--- src/rtl/ckp_pkg.sv ---
package ckp_pkg;

  localparam int REG_ACCESS  = 0;
  localparam int REG_CONFIG  = 1;
  localparam int REG_CONTROL = 2;
  localparam int REG_STATUS  = 3;
  localparam int MASK_BASE   = 4;

  // a restart request is well formed when GO is set with exactly one mode
  function automatic logic f_go_ok(input logic go, input logic atl, input logic ac);
    return go && (atl ^ ac);
  endfunction

  // address lies inside the mask window
  function automatic logic f_in_window(input int addr, input int base, input int n);
    return (addr >= base) && (addr < base + n);
  endfunction

endpackage

--- src/rtl/ckp_gatekeeper.sv ---
module ckp_gatekeeper #(
  parameter int          DATA_W = 32,
  parameter logic [DATA_W-1:0] KEY = 32'hC1A5_0E7B
) (
  input  logic              clk,
  input  logic              rst,
  input  logic              acc_wr,
  input  logic [DATA_W-1:0] wdata,
  output logic              open
);

  logic key_hit;
  assign key_hit = (wdata == KEY);

  always_ff @(posedge clk) begin
    if (rst)         open <= 1'b0;
    else if (acc_wr) open <= key_hit;
  end

  p_bad_key_locks_r4: assert property (@(posedge clk) disable iff (rst)
    (acc_wr && (wdata != KEY)) |=> !open);
  p_key_unlocks_r4: assert property (@(posedge clk) disable iff (rst)
    (acc_wr && (wdata == KEY)) |=> open);

endmodule

--- src/rtl/ckp_sequencer.sv ---
module ckp_sequencer
  import ckp_pkg::*;
#(
  parameter int LOAD_CYCLES = 2,
  localparam int CNT_W = $clog2(LOAD_CYCLES + 1)
) (
  input  logic clk,
  input  logic rst,
  input  logic stop_wr,
  input  logic go_wr,
  input  logic go_bit,
  input  logic atl_bit,
  input  logic ac_bit,
  output logic stopped,
  output logic go_pend,
  output logic load_evt,
  output logic mode_ac
);

  logic [CNT_W-1:0] cnt;
  logic             go_accept;

  assign go_accept = go_wr && f_go_ok(go_bit, atl_bit, ac_bit) && stopped && !go_pend;
  assign load_evt  = go_pend && (cnt == CNT_W'(1));

  always_ff @(posedge clk) begin
    if (rst) begin
      stopped <= 1'b0;
      go_pend <= 1'b0;
      cnt     <= '0;
      mode_ac <= 1'b0;
    end else if (load_evt) begin
      stopped <= 1'b0;
      go_pend <= 1'b0;
      cnt     <= '0;
    end else begin
      if (stop_wr && !stopped) stopped <= 1'b1;
      if (go_accept) begin
        go_pend <= 1'b1;
        cnt     <= CNT_W'(LOAD_CYCLES);
        mode_ac <= ac_bit;
      end else if (go_pend) begin
        cnt <= cnt - CNT_W'(1);
      end
    end
  end

  p_go_needs_halt_r7: assert property (@(posedge clk) disable iff (rst)
    $rose(go_pend) |-> $past(stopped));
  p_load_restarts_r7: assert property (@(posedge clk) disable iff (rst)
    load_evt |=> (!stopped && !go_pend));
  p_pend_implies_halt_r7: assert property (@(posedge clk) disable iff (rst)
    go_pend |-> stopped);

endmodule

--- src/rtl/ckp_mask_bank.sv ---
module ckp_mask_bank #(
  parameter int NUM_POL = 4,
  parameter int NUM_CLK = 32,
  localparam int POL_W = $clog2(NUM_POL)
) (
  input  logic                            clk,
  input  logic                            rst,
  input  logic [NUM_POL-1:0]              wr_sel,
  input  logic [NUM_CLK-1:0]              wdata,
  input  logic                            load_evt,
  input  logic                            run,
  input  logic [POL_W-1:0]                pol_sel,
  output logic [NUM_POL-1:0][NUM_CLK-1:0] shadow,
  output logic [NUM_CLK-1:0]              clk_en
);

  logic [NUM_POL-1:0][NUM_CLK-1:0] live;

  for (genvar p = 0; p < NUM_POL; p++) begin : g_pol
    always_ff @(posedge clk) begin
      if (rst)            shadow[p] <= '1;
      else if (wr_sel[p]) shadow[p] <= wdata;
    end
    always_ff @(posedge clk) begin
      if (rst)           live[p] <= '1;
      else if (load_evt) live[p] <= shadow[p];
    end
  end

  always_ff @(posedge clk) begin
    if (rst)      clk_en <= '1;
    else if (run) clk_en <= live[pol_sel];
  end

  p_hold_when_halted_r5: assert property (@(posedge clk) disable iff (rst)
    !run |=> $stable(clk_en));
  p_shadow_only_by_write_r6: assert property (@(posedge clk) disable iff (rst)
    (wr_sel == '0) |=> $stable(shadow));
  p_one_target_r6: assert property (@(posedge clk) disable iff (rst)
    $onehot0(wr_sel));

endmodule

--- src/rtl/clk_policy_ctrl.sv ---
module clk_policy_ctrl
  import ckp_pkg::*;
#(
  parameter int                 NUM_POL     = 4,
  parameter int                 NUM_CLK     = 32,
  parameter logic [NUM_CLK-1:0] KEY         = 32'hC1A5_0E7B,
  parameter int                 LOAD_CYCLES = 2,
  localparam int POL_W  = $clog2(NUM_POL),
  localparam int ADDR_W = $clog2(MASK_BASE + NUM_POL)
) (
  input  logic               clk,
  input  logic               rst,
  input  logic               bus_wr,
  input  logic [ADDR_W-1:0]  bus_addr,
  input  logic [NUM_CLK-1:0] bus_wdata,
  output logic [NUM_CLK-1:0] bus_rdata,
  input  logic [POL_W-1:0]   policy_sel,
  output logic [NUM_CLK-1:0] clk_en
);

  logic                            open;
  logic                            stopped, go_pend, load_evt, mode_ac;
  logic                            wr_ok;
  logic                            is_mask;
  logic [POL_W-1:0]                mask_idx;
  logic                            mask_try, mask_allowed;
  logic [NUM_POL-1:0]              shadow_we;
  logic                            err_q, err_set, err_clr;
  logic [NUM_POL-1:0][NUM_CLK-1:0] shadow;

  assign wr_ok    = bus_wr && open && (bus_addr != ADDR_W'(REG_ACCESS));
  assign is_mask  = f_in_window(int'(bus_addr), MASK_BASE, NUM_POL);
  assign mask_idx = POL_W'(bus_addr - ADDR_W'(MASK_BASE));

  assign mask_try     = wr_ok && is_mask;
  assign mask_allowed = stopped && !go_pend;
  assign err_set      = mask_try && !mask_allowed;
  assign err_clr      = wr_ok && (bus_addr == ADDR_W'(REG_STATUS)) && bus_wdata[0];

  for (genvar p = 0; p < NUM_POL; p++) begin : g_we
    assign shadow_we[p] = mask_try && mask_allowed && (mask_idx == POL_W'(p));
  end

  ckp_gatekeeper #(.DATA_W(NUM_CLK), .KEY(KEY)) u_gate (
    .clk    (clk),
    .rst    (rst),
    .acc_wr (bus_wr && (bus_addr == ADDR_W'(REG_ACCESS))),
    .wdata  (bus_wdata),
    .open   (open)
  );

  ckp_sequencer #(.LOAD_CYCLES(LOAD_CYCLES)) u_seq (
    .clk      (clk),
    .rst      (rst),
    .stop_wr  (wr_ok && (bus_addr == ADDR_W'(REG_CONFIG)) && bus_wdata[0]),
    .go_wr    (wr_ok && (bus_addr == ADDR_W'(REG_CONTROL))),
    .go_bit   (bus_wdata[0]),
    .atl_bit  (bus_wdata[1]),
    .ac_bit   (bus_wdata[2]),
    .stopped  (stopped),
    .go_pend  (go_pend),
    .load_evt (load_evt),
    .mode_ac  (mode_ac)
  );

  ckp_mask_bank #(.NUM_POL(NUM_POL), .NUM_CLK(NUM_CLK)) u_bank (
    .clk      (clk),
    .rst      (rst),
    .wr_sel   (shadow_we),
    .wdata    (bus_wdata),
    .load_evt (load_evt),
    .run      (!stopped),
    .pol_sel  (policy_sel),
    .shadow   (shadow),
    .clk_en   (clk_en)
  );

  always_ff @(posedge clk) begin
    if (rst)          err_q <= 1'b0;
    else if (err_set) err_q <= 1'b1;
    else if (err_clr) err_q <= 1'b0;
  end

  always_comb begin
    bus_rdata = '0;
    if (is_mask) bus_rdata = shadow[mask_idx];
    else begin
      case (int'(bus_addr))
        REG_ACCESS:  bus_rdata[0]   = open;
        REG_CONFIG:  bus_rdata[0]   = stopped;
        REG_CONTROL: bus_rdata[0]   = go_pend;
        REG_STATUS:  bus_rdata[2:0] = {mode_ac, !stopped, err_q};
        default:     bus_rdata      = '0;
      endcase
    end
  end

  p_err_sticky_r6: assert property (@(posedge clk) disable iff (rst)
    (err_q && !err_clr) |=> err_q);
  p_locked_no_mask_r3: assert property (@(posedge clk) disable iff (rst)
    (bus_wr && !open) |=> $stable(shadow));
  p_locked_no_halt_r3: assert property (@(posedge clk) disable iff (rst)
    (bus_wr && !open && !stopped) |=> !stopped);

endmodule

--- config.mk ---
export PLATFORM = sky130hd
export DESIGN_NAME = clk_policy_ctrl
export DESIGN_NICKNAME = d
export VERILOG_FILES = /design/src/rtl/ckp_pkg.sv /design/src/rtl/ckp_gatekeeper.sv /design/src/rtl/ckp_sequencer.sv /design/src/rtl/ckp_mask_bank.sv /design/src/rtl/clk_policy_ctrl.sv
export SDC_FILE = /design/constraint.sdc
export NUM_CORES = 1
export LEC_CHECK = 0
export BUFFER_PORTS_ARGS = -buffer_cell sky130_fd_sc_hd__buf_2
export CORE_ASPECT_RATIO = 1.4
export CORE_MARGIN = 1
export CORE_UTILIZATION = 64
export CTS_CLUSTER_SIZE = 25
export DETAILED_ROUTE_END_ITERATION = 16
export PLACE_DENSITY = 0.84
export SLEW_MARGIN = 40
export SYNTH_ARGS = -nofsm -noshare
export SYNTH_HDL_FRONTEND = slang
export SYNTH_HIERARCHICAL = 1
export SYNTH_SLANG_ARGS = --single-unit
--- constraint.sdc ---
create_clock -name clk -period 3.3 [get_ports clk]
set_clock_uncertainty 0.05 [all_clocks]
set_input_delay 0.495 -clock clk [delete_from_list [all_inputs] [get_ports clk]]
set_output_delay 0.495 -clock clk [all_outputs]
set_load 0.1 [all_outputs]
==> impl_metrics.ini <==
[synth]
yosys.area_share.simple_pct = 17.4
netlist-cell-type-count = 39
syn_avg_cell_area_um2 = 11.2
synth_seq_area_share_pct = 45.9
synthesis.nets = 1188
synth_area_in_adders_pct = 0.0972
synthesis.area_um2 = 12900
ys.warnings.count = 6
ys_dominant_reg_cell = dfxtp_1
post_synth_main_area_contributors = dfxtp_1 46%, a211o_1 20%, nor2b_1 14%
synth_compound_gate_area_share_pct = 20.4
number_of_enable_flip_flop_cells_after_synthesis = 0
synth_seq_cells = 295
synth_area_leader_cell = dfxtp_1
combinational_family_with_the_most_area_after_synthesis = compound AO/OA/AOI/OAI gates
yosysMostFrequentCell = dfxtp_1
yosys_top_cell_area_share_pct = 45.9
postSynthCellCount = 1147
synth.area.mux_share_pct = 11.5
post_synth_xor_area_fraction_pct = 0.0681
synth.top_cells.by_count = 295 x dfxtp_1, 291 x nor2b_1, 288 x a211o_1
asyncSetResetFlopFracSynth_pct = 0

[clocking]
clk-insertion-delay-late_ns = 0.53
cts_buffers = 27
tritoncts = yes
clock_sinks = 295
cts.repair.resized = 0
cts.root.buffer_cell = clkbuf_16
clkSlewWorstSetupHoldPaths_ns = 0.06
h-tree-depth = 1
cts.path.max_buffers = 3
cts_post_setup_buffers_inserted = 0
hold_buf_cts = 0

[setup_path]
worst-endpoint-required_ns = 2.75
reg2reg_depth = 6
worstPathMaxFanout = 11
critical_path.endpoint_type = output pin
arrival_time_at_the_worst_endpoint_ns = 2.13
critical_path_class = input pin to output pin
critPathLaunchType = input pin

[sta]
slew_violations = 0
timing_hold_violations_final = 0
worstMarginPinSlew_ns = 0.846
final_setup_tns_ns = 0
rsz0062_at_grt = no
timing.final.crit_period_ns = 2.68
timing.final.crit_share_pct = 81.2
timing.fmax_mhz = 373
timing.slew.headroom_pct = 43.6
setup-violations-final = 0

[pwr]
max-vdd-ir-drop_uv = 497
total_power_mw = 7.07
cellLeakagePower_nw = 4.76
power.density_nw_per_um2 = 492

[final_layout]
fill_cells = 1374
instances_no_fill = 1454
seqCellArea_um2 = 5910
multi_input_area_um2 = 6400
num_antenna_cells = 0
area.growth.synth_to_final_pct = 11.7
drive_gt1_share_pct = 19.7
finalNetCount = 1225

[min_path]
cell_depth_of_the_worst_hold_path = 2
hold_path.class = input pin to flop

[detailed_routing]
route.vias.total = 9111
drt-pass1-iter-count = 8
drc_errors = 0
drt_iter0_drc = 863
routed_via_density = 6.27
routed_wire_length_per_instance_um = 19.6
routed_wirelength_mm = 28.6
drt.antenna.violating_nets = 0

[grt]
maximum_number_of_pins_on_one_net_before_global_route_repair = 177
globalRoute.totalOverflow = 0
first_global_vias = 8694
grtUsageTotal_pct = 27.9
antenna_found_initial = 1
grt_pass1_wl_mm = 45.4

[outcome]
outcome = completed

[floorplanning]
io_pins = 104
die_area_um2 = 20700
initial_utilization_pct = 65.1
dieWidth_um = 122
core_um2 = 19800
die_h_um = 170
cell_rows = 61

[placed_design]
buffer_ports.inserted = 103
numPlacedInstances = 1407
place.gp.congestion = 0.774
place_hpwl_mm = 16.8

[flow_run]
max_cap_violations = 0
[logic make-up (layout without fill, tap and decap cells)]
group / Yosys count / count (layout)
AO/OA/AOI/OAI: 305 / 305
flip-flops: 295 / 295
buffers and inverters: 120 / 175
multiplexers: 67 / 67
XOR/XNOR: 1 / 1
AND/OR/NAND/NOR: 358 / 358
adder cells (fa/ha/maj): 1 / 1
[sequential cells by signal, indices dropped and copies added (netlist names)]
register,count
u_bank/live,128
u_bank/shadow,128
u_gate/open,1
u_bank/clk_en,32
u_seq/stopped,1
u_seq/cnt,2
err_q,1
u_seq/go_pend,1
u_seq/mode_ac,1
[worst paths after layout]
check | end | slack [ns] | startpoint
worst min register to register | u_bank/live[19] | 0.44 | u_bank/shadow[19]
worst max-delay path | bus_rdata[31] | 0.62 | bus_addr[0]
worst max register to register | u_bank/shadow[31] | 1.04 | u_seq/stopped
worst min-delay path | u_bank/shadow[73] | 0.20 | bus_wdata[9]
[layout make-up]
type / count / share of cell area [%]
clock buffers: 42 / 5.65
well taps: 252 / 2.19
repair buffers: 125 / 6.09
flip-flops and latches: 295 / 41.1
multi-input cells: 732 / 44.5
clock inverters: 5 / 0.366
inverters: 3 / 0.0783
[layer usage]
layer,up-vias,global-route usage [%],part of all wire [%]
met5,-,0,0.035
met1,4522,36.0,42
met4,2,8.91,2.3
met3,46,3.26,5.0
li1,4283,-,-
met2,258,48.4,51
[layout by cell type, fill, tap and decap left out, types with 2 or more instances in the layout]
master,synthesis,routed
mux4_1,4,4
a21oi_1,6,6
buf_2,27,99
nand2b_1,2,2
clkbuf_1,62,7
nor4bb_1,2,2
o21ai_0,3,3
and2_1,30,29
nor2_4,0,3
clkinv_2,0,3
clkbuf_16,0,27
buf_4,0,10
clkbuf_8,0,9
inv_1,3,2
nor4b_1,2,2
mux4_2,59,59
nand4_1,2,2
or4b_1,2,2
mux2_2,3,3
nand4b_1,4,4
dfxtp_1,295,295
nor3_1,4,3
nand3_1,2,2
nor2b_1,291,291
a211o_1,288,288
nand2_1,6,6
nor2_1,8,5
buf_12,5,14
[critical path: stages]
cell and delay [ns]:
buf_2 0.24, buf_4 0.29, mux4_1 0.59, and2_1 0.21, buf_2 0.30
[power by group]
group | leakage (nW) | total, mW | internal, mW | switching, mW
registers | 2.39 | 3.56 | 3.56 | 0.000000000000919
clock network | 0.425 | 3.06 | 1.76 | 1.30
logic | 1.95 | 0.452 | 0.106 | 0.346
total | 4.76 | 7.07 | 5.42 | 1.65
[per-stage QoR]
stage                     hold slack (ns)  utilization (%)  setup slack, ns  area [µm²]
after floorplan                     0.392                -            0.920       12900
after global placement              0.410             68.3            0.660       13500
after detailed placement            0.418             68.4            0.645       13500
after CTS                           0.183             72.7            0.607       14400
after global routing                0.192             72.7            0.560       14400
final                               0.195             72.7            0.621       14400
(Power assumes the default switching activity.)
